<file path="src/rtl/stim_trig_pkg.sv">
package stim_trig_pkg;
   typedef enum logic [1:0] {
      TRIG_PHASE = 2'd0,
      TRIG_CONN  = 2'd1,
      TRIG_RAND  = 2'd2,
      TRIG_OFF   = 2'd3
   } trig_mode_e;

   localparam int unsigned PRBS_W = 16;
endpackage

</file>
<file path="src/rtl/trig_phase_match.sv">
module trig_phase_match #(
   parameter int unsigned PH_W = 10
) (
   input  logic [PH_W-1:0] target_phase,
   input  logic [PH_W-1:0] delay_offset,
   input  logic [PH_W-1:0] phase,
   input  logic [PH_W-1:0] phase_window,
   output logic            hit
);
   logic [PH_W-1:0] eff_target;
   logic [PH_W-1:0] lead;

   always_comb begin
      eff_target = target_phase - delay_offset;
      lead       = eff_target - phase;
      hit        = (lead <= phase_window);
   end
endmodule

</file>
<file path="src/rtl/trig_prbs16.sv">
module trig_prbs16
   import stim_trig_pkg::*;
#(
   parameter int unsigned   M_W  = 10,
   parameter logic [15:0]   SEED = 16'hACE1
) (
   input  logic           clk,
   input  logic           rst_n,
   input  logic           step,
   output logic [M_W-1:0] thresh
);
   logic [PRBS_W-1:0] state;
   logic              fb;

   assign fb = state[15] ^ state[13] ^ state[12] ^ state[10];

   always_ff @(posedge clk or negedge rst_n) begin
      if (!rst_n)    state <= SEED;
      else if (step) state <= {state[14:0], fb};
   end

   generate
      if (M_W == PRBS_W) begin : g_full
         assign thresh = state;
      end else begin : g_slice
         assign thresh = state[PRBS_W-1 -: M_W];
      end
   endgenerate
endmodule

</file>
<file path="src/rtl/trig_hold_timer.sv">
module trig_hold_timer #(
   parameter int unsigned W = 8
) (
   input  logic         clk,
   input  logic         rst_n,
   input  logic         load,
   input  logic [W-1:0] load_val,
   output logic         busy
);
   logic [W-1:0] cnt;

   always_ff @(posedge clk or negedge rst_n) begin
      if (!rst_n)            cnt <= '0;
      else if (load)         cnt <= load_val;
      else if (cnt != '0)    cnt <= cnt - 1'b1;
   end

   assign busy = (cnt != '0);
endmodule

</file>
<file path="src/rtl/stim_trigger_ctrl.sv">
module stim_trigger_ctrl
   import stim_trig_pkg::*;
#(
   parameter int unsigned PH_W        = 10,
   parameter int unsigned M_W         = 10,
   parameter int unsigned NUM_CH      = 4,
   parameter int unsigned BLK_W       = 8,
   parameter int unsigned CLK_HZ      = 32768,
   parameter int unsigned MAX_RATE_HZ = 6,
   parameter logic [15:0] SEED        = 16'hACE1
) (
   input  logic                        clk,
   input  logic                        rst_n,
   input  logic                        sample_valid,
   input  logic [PH_W-1:0]             phase,
   input  logic [M_W-1:0]              plv,
   input  logic [M_W-1:0]              energy,
   input  logic [1:0]                  mode,
   input  logic [PH_W-1:0]             target_phase,
   input  logic [PH_W-1:0]             delay_offset,
   input  logic [PH_W-1:0]             phase_window,
   input  logic [M_W-1:0]              plv_thresh,
   input  logic                        se_enable,
   input  logic [M_W-1:0]              se_thresh,
   input  logic [$clog2(NUM_CH)-1:0]   chan_sel,
   input  logic [BLK_W-1:0]            blank_cycles,
   output logic                        trig_out,
   output logic [$clog2(NUM_CH)-1:0]   trig_chan,
   output logic                        blank_out
);
   localparam int unsigned CH_W    = $clog2(NUM_CH);
   localparam int unsigned REFRACT = CLK_HZ / MAX_RATE_HZ;
   localparam int unsigned RC_W    = $clog2(REFRACT);
   localparam logic [RC_W-1:0] HOLD_LOAD = RC_W'(REFRACT - 1);

   generate
      if (PH_W < 2)            begin : g_bad_ph  $error("PH_W must be at least 2"); end
      if (M_W < 1 || M_W > 16) begin : g_bad_m   $error("M_W must be 1..16"); end
      if (NUM_CH < 2)          begin : g_bad_ch  $error("NUM_CH must be at least 2"); end
      if (MAX_RATE_HZ == 0 || REFRACT < 2) begin : g_bad_rate
         $error("CLK_HZ / MAX_RATE_HZ must be at least 2");
      end
      if (BLK_W < 1)           begin : g_bad_blk $error("BLK_W must be at least 1"); end
   endgenerate

   trig_mode_e  mode_q;
   logic        phase_hit;
   logic [M_W-1:0] rand_thr;
   logic        refr_busy;
   logic        rule_ok;
   logic        energy_ok;
   logic        fire;

   assign mode_q = trig_mode_e'(mode);

   trig_phase_match #(.PH_W(PH_W)) u_phase (
      .target_phase (target_phase),
      .delay_offset (delay_offset),
      .phase        (phase),
      .phase_window (phase_window),
      .hit          (phase_hit)
   );

   trig_prbs16 #(.M_W(M_W), .SEED(SEED)) u_prbs (
      .clk    (clk),
      .rst_n  (rst_n),
      .step   (sample_valid),
      .thresh (rand_thr)
   );

   always_comb begin
      unique case (mode_q)
         TRIG_PHASE: rule_ok = phase_hit;
         TRIG_CONN:  rule_ok = phase_hit && (plv > plv_thresh);
         TRIG_RAND:  rule_ok = (plv > rand_thr);
         default:    rule_ok = 1'b0;
      endcase
      energy_ok = !se_enable || (energy > se_thresh);
      fire      = sample_valid && rule_ok && energy_ok && !refr_busy;
   end

   trig_hold_timer #(.W(RC_W)) u_refract (
      .clk      (clk),
      .rst_n    (rst_n),
      .load     (fire),
      .load_val (HOLD_LOAD),
      .busy     (refr_busy)
   );

   trig_hold_timer #(.W(BLK_W)) u_blank (
      .clk      (clk),
      .rst_n    (rst_n),
      .load     (fire),
      .load_val (blank_cycles),
      .busy     (blank_out)
   );

   always_ff @(posedge clk or negedge rst_n) begin
      if (!rst_n) begin
         trig_out  <= 1'b0;
         trig_chan <= '0;
      end else begin
         trig_out <= fire;
         if (fire) trig_chan <= chan_sel;
      end
   end
endmodule

</file>
<file path="config.mk">
export PLATFORM = sky130hd
export DESIGN_NAME = stim_trigger_ctrl
export DESIGN_NICKNAME = d
export VERILOG_FILES = /design/src/rtl/stim_trig_pkg.sv /design/src/rtl/trig_phase_match.sv /design/src/rtl/trig_prbs16.sv /design/src/rtl/trig_hold_timer.sv /design/src/rtl/stim_trigger_ctrl.sv
export SDC_FILE = /design/constraint.sdc
export NUM_CORES = 1
export LEC_CHECK = 0
export ABC_AREA = 1
export BUFFER_PORTS_ARGS = -buffer_cell sky130_fd_sc_hd__buf_4
export CORE_MARGIN = 3
export CORE_UTILIZATION = 60
export DETAILED_ROUTE_END_ITERATION = 7
export PLACE_DENSITY = 0.83
export SLEW_MARGIN = 20
export SYNTH_ARGS = -nofsm -noshare
export SYNTH_HDL_FRONTEND = slang
export SYNTH_HIERARCHICAL = 1
export SYNTH_SLANG_ARGS = --single-unit
</file>
<file path="constraint.sdc">
create_clock -name clk -period 3.5 [get_ports clk]
set_input_delay 0.7 -clock clk [delete_from_list [all_inputs] [get_ports clk]]
set_output_delay 0.7 -clock clk [all_outputs]
set_load 0.1 [all_outputs]
</file>
==> metrics, run 1 <==
number of cell rows=30; Wirelength per Cell=12.5 microns; combinational share of power=56.9%; unrepaired setup endpoints after global routing=true; area post-placement=5320 sq um; proportion of synthesized flip-flops having asynchronous set or reset=100%; die height=91.4 microns; insertion delay to the later sink of the worst-skew pair=0.29 ns; post-synthesis sequential area ratio=23.1%; required arrival time at the worst endpoint=3.69 ns; class of the most critical setup path=primary input to flip-flop; fraction of layout cells with a size suffix above 1=31.5%; arrival time at the worst endpoint=4.13 ns; width of the die=91.4 microns; Relative slew margins=66.4%; post-route minimum period=3.94 ns; total power per unit cell area=459 nW/um^2; achievable frequency=254 MHz; worst r2r src=u_refract/cnt[0]$_DFFE_PN0P_; number of antenna violations at the first check in global routing=0; Initial Utilization=63.1%; worst clock skew on the final layout=0.00754 ns; Synth Area per Inst=7.05 sq um; summed area of non-filler cells in the final layout=5680 sq um; DRC marker count from the first detailed-route iteration=148; Ant. Diodes=0; sequential share of power=30.7%; cell type with the largest total area after synthesis=sky130_fd_sc_hd__dfrtp_1; Mapped Cells=621; violated checks=negative setup slack; number of warnings printed during yosys synthesis=6; Cell Int Power=1.40 mW; primary flip-flop cell chosen by synthesis mapping=sky130_fd_sc_hd__dfrtp_1; critical path endpoint category=flip-flop; Synth cell types=40; pin slew with the least headroom to its limit=0.504 ns; detail-routed via count per cell=4.97; kind of launch point of the worst setup path=primary input; count of pins on the block boundary=100; Static Leakage=3.15 nW; die footprint=8360 sq um; Final Hold Fails=0; worst hold-check path type=primary input to async pin; status=complete, but fails checks; CTS Root Buffer Type=sky130_fd_sc_hd__clkbuf_8; number of synthesized register bits=40; worst hold slack after final layout=0.367 ns; count of antenna-violating nets left after detailed routing=0; clock sink total=40; final worst-path cycle share=113%; Overall Power=2.61 mW; via count of the first global-routing pass=4193; CTS H-tree lvls=2; Max Slew Vio Count=0; FF-to-FF path depth=15; port buffer count=99; number of search-and-repair iterations in the first detailed-routing pass=5; biggest fanout along the worst timing path=7; area added between synthesis and finish=29.7%; CTS Buffer Depth=2; Finish-stage setup viols=24; fraction of power consumed by the clock network=12.4%; post-CTS clock slew at the launch and capture registers of the worst setup and hold paths=0.08 ns; net load switching power=1.21 mW; number of placed instances with taps included=828; number of DRC violations after detailed routing=0; leading cell types by total area after synthesis=sky130_fd_sc_hd__dfrtp_1 18%, sky130_fd_sc_hd__ha_1 16%, sky130_fd_sc_hd__nand2_1 15%; Vias=4203; minimum setup slack among reg-to-reg paths=1.21 ns; final cell count without fillers=846; final core utilization=81.8%; total half-perimeter wirelength after legalization and detailed placement=8170 microns; first-pass GRT wire length=17400 microns; Global Route Usage Sum=24.8%; last weighted congestion value of the routability-driven placer=0.916; FF-to-FF End=u_blank/cnt[0]$_DFFE_PN0P_; Num CTS Buffers=5; number of enable flip-flop cells after synthesis=0; TritonCTS clock tree=yes; pin count of the biggest net entering global routing=41; standard cell core area=6940 sq um; final global-route overflow total=0; worst vdd rail ir drop=0.000315 V; total standard cell area after synthesis=4380 sq um; overall routed net length=10600 microns; max-cap violation count=0; sw frac=46.2%; Final #Nets=909; fin worst setup slack=-0.439 ns; share of Yosys cell area claimed by the top area cell type=18.3%
## flip-flops by register name, indices dropped and copies added (netlist names)
register       cells
u_blank/cnt        8
u_refract/cnt     13
trig_out           1
u_prbs/state      16
trig_chan          2
## synthesized netlist by cell type, types with 2 or more instances
library cell,n
sky130_fd_sc_hd__a21oi_1,18
sky130_fd_sc_hd__buf_4,10
sky130_fd_sc_hd__buf_6,3
sky130_fd_sc_hd__conb_1,2
sky130_fd_sc_hd__dfrtp_1,32
sky130_fd_sc_hd__dfstp_2,8
sky130_fd_sc_hd__fa_1,9
sky130_fd_sc_hd__ha_1,55
sky130_fd_sc_hd__inv_1,121
sky130_fd_sc_hd__inv_2,2
sky130_fd_sc_hd__nand2_1,178
sky130_fd_sc_hd__nand2_2,18
sky130_fd_sc_hd__nand2_4,2
sky130_fd_sc_hd__nand3_1,33
sky130_fd_sc_hd__nand3_2,3
sky130_fd_sc_hd__nand4_1,8
sky130_fd_sc_hd__nor2_1,37
sky130_fd_sc_hd__nor2_2,7
sky130_fd_sc_hd__nor2_4,11
sky130_fd_sc_hd__nor3_1,2
sky130_fd_sc_hd__o211ai_1,2
sky130_fd_sc_hd__o21a_1,2
sky130_fd_sc_hd__o21ai_0,21
sky130_fd_sc_hd__o21ai_1,3
sky130_fd_sc_hd__o21ai_2,6
sky130_fd_sc_hd__o21bai_1,4
sky130_fd_sc_hd__o21bai_2,2
sky130_fd_sc_hd__xnor2_1,4
sky130_fd_sc_hd__xor2_1,7
## stage by stage
| stage | setup TNS, ns | setup WS (ns) |
|---|---|---|
| 3_5_place_dp | -16.75 | -0.783 |
| 4_1_cts | -8.09 | -0.383 |
| 2_1_floorplan | -6.95 | -0.395 |
| 3_3_place_gp | -12.96 | -0.612 |
| 5_1_grt | -15.44 | -0.715 |
| 6_report | -9.54 | -0.439 |
## layout make-up
cell class / count / area, sq um
inverter: 124 / 503
timing repair inverter: 3 / 28.8
clock inverter: 2 / 15.0
fill: 458 / 1260
timing repair buffer: 122 / 951
sequential: 40 / 1010
multi-input combinational: 453 / 2970
clock buffer: 6 / 82.6
tap: 96 / 120
## logic make-up after synthesis
group,Yosys count,share of synthesized area (%)
flops,40,23.1
fa+ha+maj,64,19.8
buf+inv,139,13.8
xor+xnor,11,2.20
other cells,2,0.171
simple gates,303,32.1
compound gates,62,8.83
## metal layers
| layer | GRT usage, % | routed length [microns] |
|---|---|---|
| met1 | 28.5 | 4240 |
| met2 | 48.1 | 5850 |
| met3 | 3.23 | 359 |
| met4 | 5.40 | 110 |
| met5 | 0 | 0 |
## cells in the final DEF, fill, tap and decap left out, drive strengths merged
| cell type | Yosys | routed |
|---|---|---|
| nand3b | 2 | 2 |
| a21o | 2 | 2 |
| dfstp | 8 | 8 |
| nor3 | 3 | 3 |
| xor2 | 7 | 7 |
| dfrtp | 32 | 32 |
| nand2 | 198 | 198 |
| a21oi | 20 | 20 |
| o21ai | 30 | 30 |
| inv | 124 | 125 |
| nand3 | 36 | 36 |
| buf | 15 | 122 |
| o211ai | 2 | 2 |
| ha | 55 | 55 |
| o21a | 2 | 2 |
| fa | 9 | 9 |
| clkinv | 0 | 2 |
| conb | 2 | 13 |
| xnor2 | 4 | 4 |
| nor2 | 55 | 55 |
| clkinvlp | 0 | 2 |
| o21bai | 6 | 6 |
| clkbuf | 0 | 6 |
| nand4 | 9 | 9 |
## critical path, cell delays in order
cell                       delay, ns
sky130_fd_sc_hd__buf_6          0.09
sky130_fd_sc_hd__fa_1           0.56
sky130_fd_sc_hd__inv_1          0.05
sky130_fd_sc_hd__ha_2           0.17
sky130_fd_sc_hd__nor2_4         0.11
sky130_fd_sc_hd__inv_2          0.05
sky130_fd_sc_hd__fa_2           0.37
sky130_fd_sc_hd__buf_4          0.14
sky130_fd_sc_hd__buf_4          0.12
sky130_fd_sc_hd__xor2_1         0.13
sky130_fd_sc_hd__ha_1           0.27
sky130_fd_sc_hd__nand2_1        0.06
sky130_fd_sc_hd__nor2_1         0.14
sky130_fd_sc_hd__o211ai_1       0.11
sky130_fd_sc_hd__nand3_1        0.07
sky130_fd_sc_hd__nand2_1        0.05
sky130_fd_sc_hd__o211ai_1       0.22
sky130_fd_sc_hd__inv_1          0.11
sky130_fd_sc_hd__nand4_4        0.14
sky130_fd_sc_hd__clkinv_8       0.12
sky130_fd_sc_hd__clkinv_8       0.10
sky130_fd_sc_hd__nand2_8        0.08
sky130_fd_sc_hd__o21ai_2        0.08
sky130_fd_sc_hd__nor2_1         0.06
## what timing repair did
action,4_1_cts,5_1_grt
hold buffers,0,0
buffers inserted,3,4
gates resized for setup,35,23
cloned,3,0
setup endpoints to repair,24,24
pin swaps,28,19
## how the worst max path moves through the flow
stage,from,endpoint,slack [ns],cells after the start
final,phase[0],u_blank/cnt[5]$_DFFE_PN0P_,-0.44,24
after global routing,phase[0],u_blank/cnt[3]$_DFFE_PN0P_,-0.72,26
after CTS,delay_offset[0],u_refract/cnt[9]$_DFFE_PN0P_,-0.38,26
after detailed placement,phase[0],u_refract/cnt[4]$_DFFE_PN0P_,-0.78,27
after global placement,phase[0],u_refract/cnt[1]$_DFFE_PN0P_,-0.61,27
after floorplan,phase[0],u_blank/cnt[0]$_DFFE_PN0P_,-0.40,27
## power groups by stage
stage / registers (mW) / logic [mW] / clock network, mW
floorplan: 0.787 / 1.03 / 0
global placement: 0.788 / 1.30 / 0
detailed placement: 0.793 / 1.36 / 0
CTS: 0.791 / 1.42 / 0.330
global route: 0.817 / 1.67 / 0.350
finish: 0.802 / 1.48 / 0.324
Power figures use the tool's default switching activity.
==> inputs of run 2 (changes only) <==
- CORE_UTILIZATION: 60 -> 25
- PLACE_DENSITY: 0.83 -> 0.39
==> metrics, run 2 (synthesis results as in run 1) <==
status=complete, but fails checks; violated checks=negative setup slack; biggest registers after layout=u_prbs/state x16, u_refract/cnt x13, u_blank/cnt x8; clock sink total=40 (unchanged); net load switching power=1.16 mW (-3.6%); post-route minimum period=3.86 ns (-0.0829 ns); pin slew with the least headroom to its limit=0.546 ns (+0.0425 ns); Final #Nets=911 (+0.22%); detail-routed via count per cell=4.15 (-16%); number of flip-flops in the largest register=16 (unchanged); port buffer count=99 (unchanged); worst vdd rail ir drop=0.000215 V (-32%); number of DRC violations after detailed routing=0 (unchanged); CTS Buffer Depth=2 (unchanged); pre-CTS WS=-0.739 ns (+0.0447 ns); biggest fanout along the worst timing path=7 (unchanged); unrepaired setup endpoints after global routing=true; arrival time at the worst endpoint=4.04 ns (-0.09 ns); class of the most critical setup path=primary input to flip-flop; Vias=4033 (-4.0%); insertion delay to the later sink of the worst-skew pair=0.29 ns (about the same); max-cap violation count=0 (unchanged); pin count of the biggest net entering global routing=41 (unchanged); Max Slew Vio Count=0 (unchanged); worst hold-check path type=primary input to async pin; Num CTS Buffers=5 (unchanged); via count of the first global-routing pass=4016 (-4.2%); number of antenna violations at the first check in global routing=0 (unchanged); post-CTS clock slew at the launch and capture registers of the worst setup and hold paths=0.07 ns (about the same); Finish-stage setup viols=24 (unchanged); total half-perimeter wirelength after legalization and detailed placement=9010 microns (+10%); Static Leakage=3.19 nW (+1.2%); register with the most flip-flops=u_prbs/state; fraction of layout cells with a size suffix above 1=29.9% (-1.5 points); kind of launch point of the worst setup path=primary input; overall routed net length=10800 microns (+2.1%); standard cell core area=16900 sq um (+140%); total power per unit cell area=477 nW/um^2 (+3.8%); Final Hold Fails=0 (unchanged); sequential share of power=28.3% (-2.4 points); CTS Root Buffer Type=sky130_fd_sc_hd__clkbuf_16; die height=138 microns (+51%); most common library cell in the layout ignoring fill and taps=sky130_fd_sc_hd__nand2_1; required arrival time at the worst endpoint=3.68 ns (about the same); commonest cells after routing, fill and taps aside=168 x sky130_fd_sc_hd__nand2_1, 120 x sky130_fd_sc_hd__buf_4, 117 x sky130_fd_sc_hd__inv_1; die footprint=19100 sq um (+130%); fraction of power consumed by the clock network=21.7% (+9.3 points); achievable frequency=259 MHz (+2.1%); Relative slew margins=63.6% (-2.8 points); fin worst setup slack=-0.356 ns (+0.0829 ns); final worst-path cycle share=110% (-2.4 points); DRC marker count from the first detailed-route iteration=133 (-10%); Ant. Diodes=0 (unchanged); sum of negative setup slack=-7.00 ns (+2.54 ns); count of pins on the block boundary=100 (unchanged); critical path endpoint category=flip-flop; number of search-and-repair iterations in the first detailed-routing pass=4 (-1); last weighted congestion value of the routability-driven placer=0.797 (-13%); sw frac=41.6% (-4.6 points); Cell Int Power=1.63 mW (+16%); Global Route Usage Sum=11.3% (-14 points); CTS H-tree lvls=2 (unchanged); first-pass GRT wire length=18300 microns (+5.4%); count of antenna-violating nets left after detailed routing=0 (unchanged); area added between synthesis and finish=33.7%; number of cell rows=47 (+57%); TritonCTS clock tree=yes; final global-route overflow total=0 (unchanged); width of the die=138 microns (+51%); Wirelength per Cell=11.1 microns (-11%); worst clock skew on the final layout=0.00839 ns (+0.000844 ns); Initial Utilization=26.0% (-37 points); combinational share of power=50.1% (-6.8 points)
[run 2: cell type report]
class | instances | area, sq um
Fill cell | 1797 | 11000
Multi-Input combinational cell | 453 | 2910
Sequential cell | 40 | 1010
Timing Repair Buffer | 127 | 987
Inverter | 124 | 485
Tap cell | 220 | 275
Clock buffer | 6 | 129
Clock inverter | 2 | 60.1
[run 2: worst max-delay path: stages]
cell	delay [ns]
sky130_fd_sc_hd__buf_6	0.09
sky130_fd_sc_hd__fa_1	0.56
sky130_fd_sc_hd__inv_1	0.05
sky130_fd_sc_hd__ha_2	0.18
sky130_fd_sc_hd__nor2_4	0.09
sky130_fd_sc_hd__inv_2	0.05
sky130_fd_sc_hd__fa_2	0.34
sky130_fd_sc_hd__nand3_2	0.10
sky130_fd_sc_hd__nand2_2	0.06
sky130_fd_sc_hd__nand3_2	0.09
sky130_fd_sc_hd__buf_4	0.11
sky130_fd_sc_hd__nand3_1	0.07
sky130_fd_sc_hd__nand2_1	0.09
sky130_fd_sc_hd__ha_1	0.23
sky130_fd_sc_hd__nand2_2	0.09
sky130_fd_sc_hd__nor2_4	0.04
sky130_fd_sc_hd__buf_4	0.12
sky130_fd_sc_hd__nand4_1	0.06
sky130_fd_sc_hd__nand2_1	0.05
sky130_fd_sc_hd__o211ai_1	0.21
sky130_fd_sc_hd__inv_1	0.10
sky130_fd_sc_hd__nand4_4	0.11
sky130_fd_sc_hd__inv_8	0.07
sky130_fd_sc_hd__buf_8	0.14
sky130_fd_sc_hd__nand2_2	0.06
sky130_fd_sc_hd__o21ai_1	0.06
sky130_fd_sc_hd__nand2_1	0.08
sky130_fd_sc_hd__o21ai_2	0.05
[run 2: metrics by stage]
| step | instances | cell area, sq um | utilization [%] | hold WS (ns) | power (mW) |
|---|---|---|---|---|---|
| 2_1_floorplan | 632 | 4470 | - | 0.404 | 1.81 |
| 3_3_place_gp | 954 | 5490 | 32.5 | 0.460 | 2.17 |
| 3_5_place_dp | 954 | 5490 | 32.5 | 0.470 | 2.17 |
| 4_1_cts | 969 | 5820 | 34.5 | 0.424 | 2.83 |
| 5_1_grt | 972 | 5860 | 34.7 | 0.429 | 3.09 |
| 6_report | 972 | 5860 | 34.7 | 0.398 | 2.79 |
[run 2: power by group through the flow]
stage	clock network (mW)	logic, mW	registers [mW]
after floorplan	0	1.03	0.787
after global placement	0	1.37	0.801
after detailed placement	0	1.38	0.795
after CTS	0.626	1.42	0.791
after global routing	0.646	1.63	0.814
final	0.604	1.40	0.790
[run 2: metal layers]
layer	global-route usage, %	part of all wire [%]	up-vias
li1	-	-	2161
met1	14.1	46	1791
met2	19.8	49	67
met3	2.28	3.7	14
met4	2.86	1.5	0
met5	0	0	-
[run 2: repair_timing]
item,4_1_cts,5_1_grt
endpoints found under the setup margin,24,24
gates cloned,0,0
buffers inserted,7,3
gates resized for setup,26,8
hold buffers,0,0
pin swaps,24,7
[run 2: worst paths after layout]
path,from,end,slack [ns],cells after the start
max,delay_offset[0],u_blank/cnt[0]$_DFFE_PN0P_,-0.36,28
min,rst_n,u_prbs/state[14]$_DFFE_PN0P_,0.40,1
max reg2reg,u_refract/cnt[0]$_DFFE_PN0P_,u_blank/cnt[0]$_DFFE_PN0P_,1.21,15
min reg2reg,u_prbs/state[0]$_DFFE_PN1P_,u_prbs/state[0]$_DFFE_PN1P_,0.48,2
max in group asynchronous,rst_n,u_prbs/state[5]$_DFFE_PN1P_,2.72,1
min in group clk,u_prbs/state[0]$_DFFE_PN1P_,u_prbs/state[0]$_DFFE_PN1P_,0.48,2
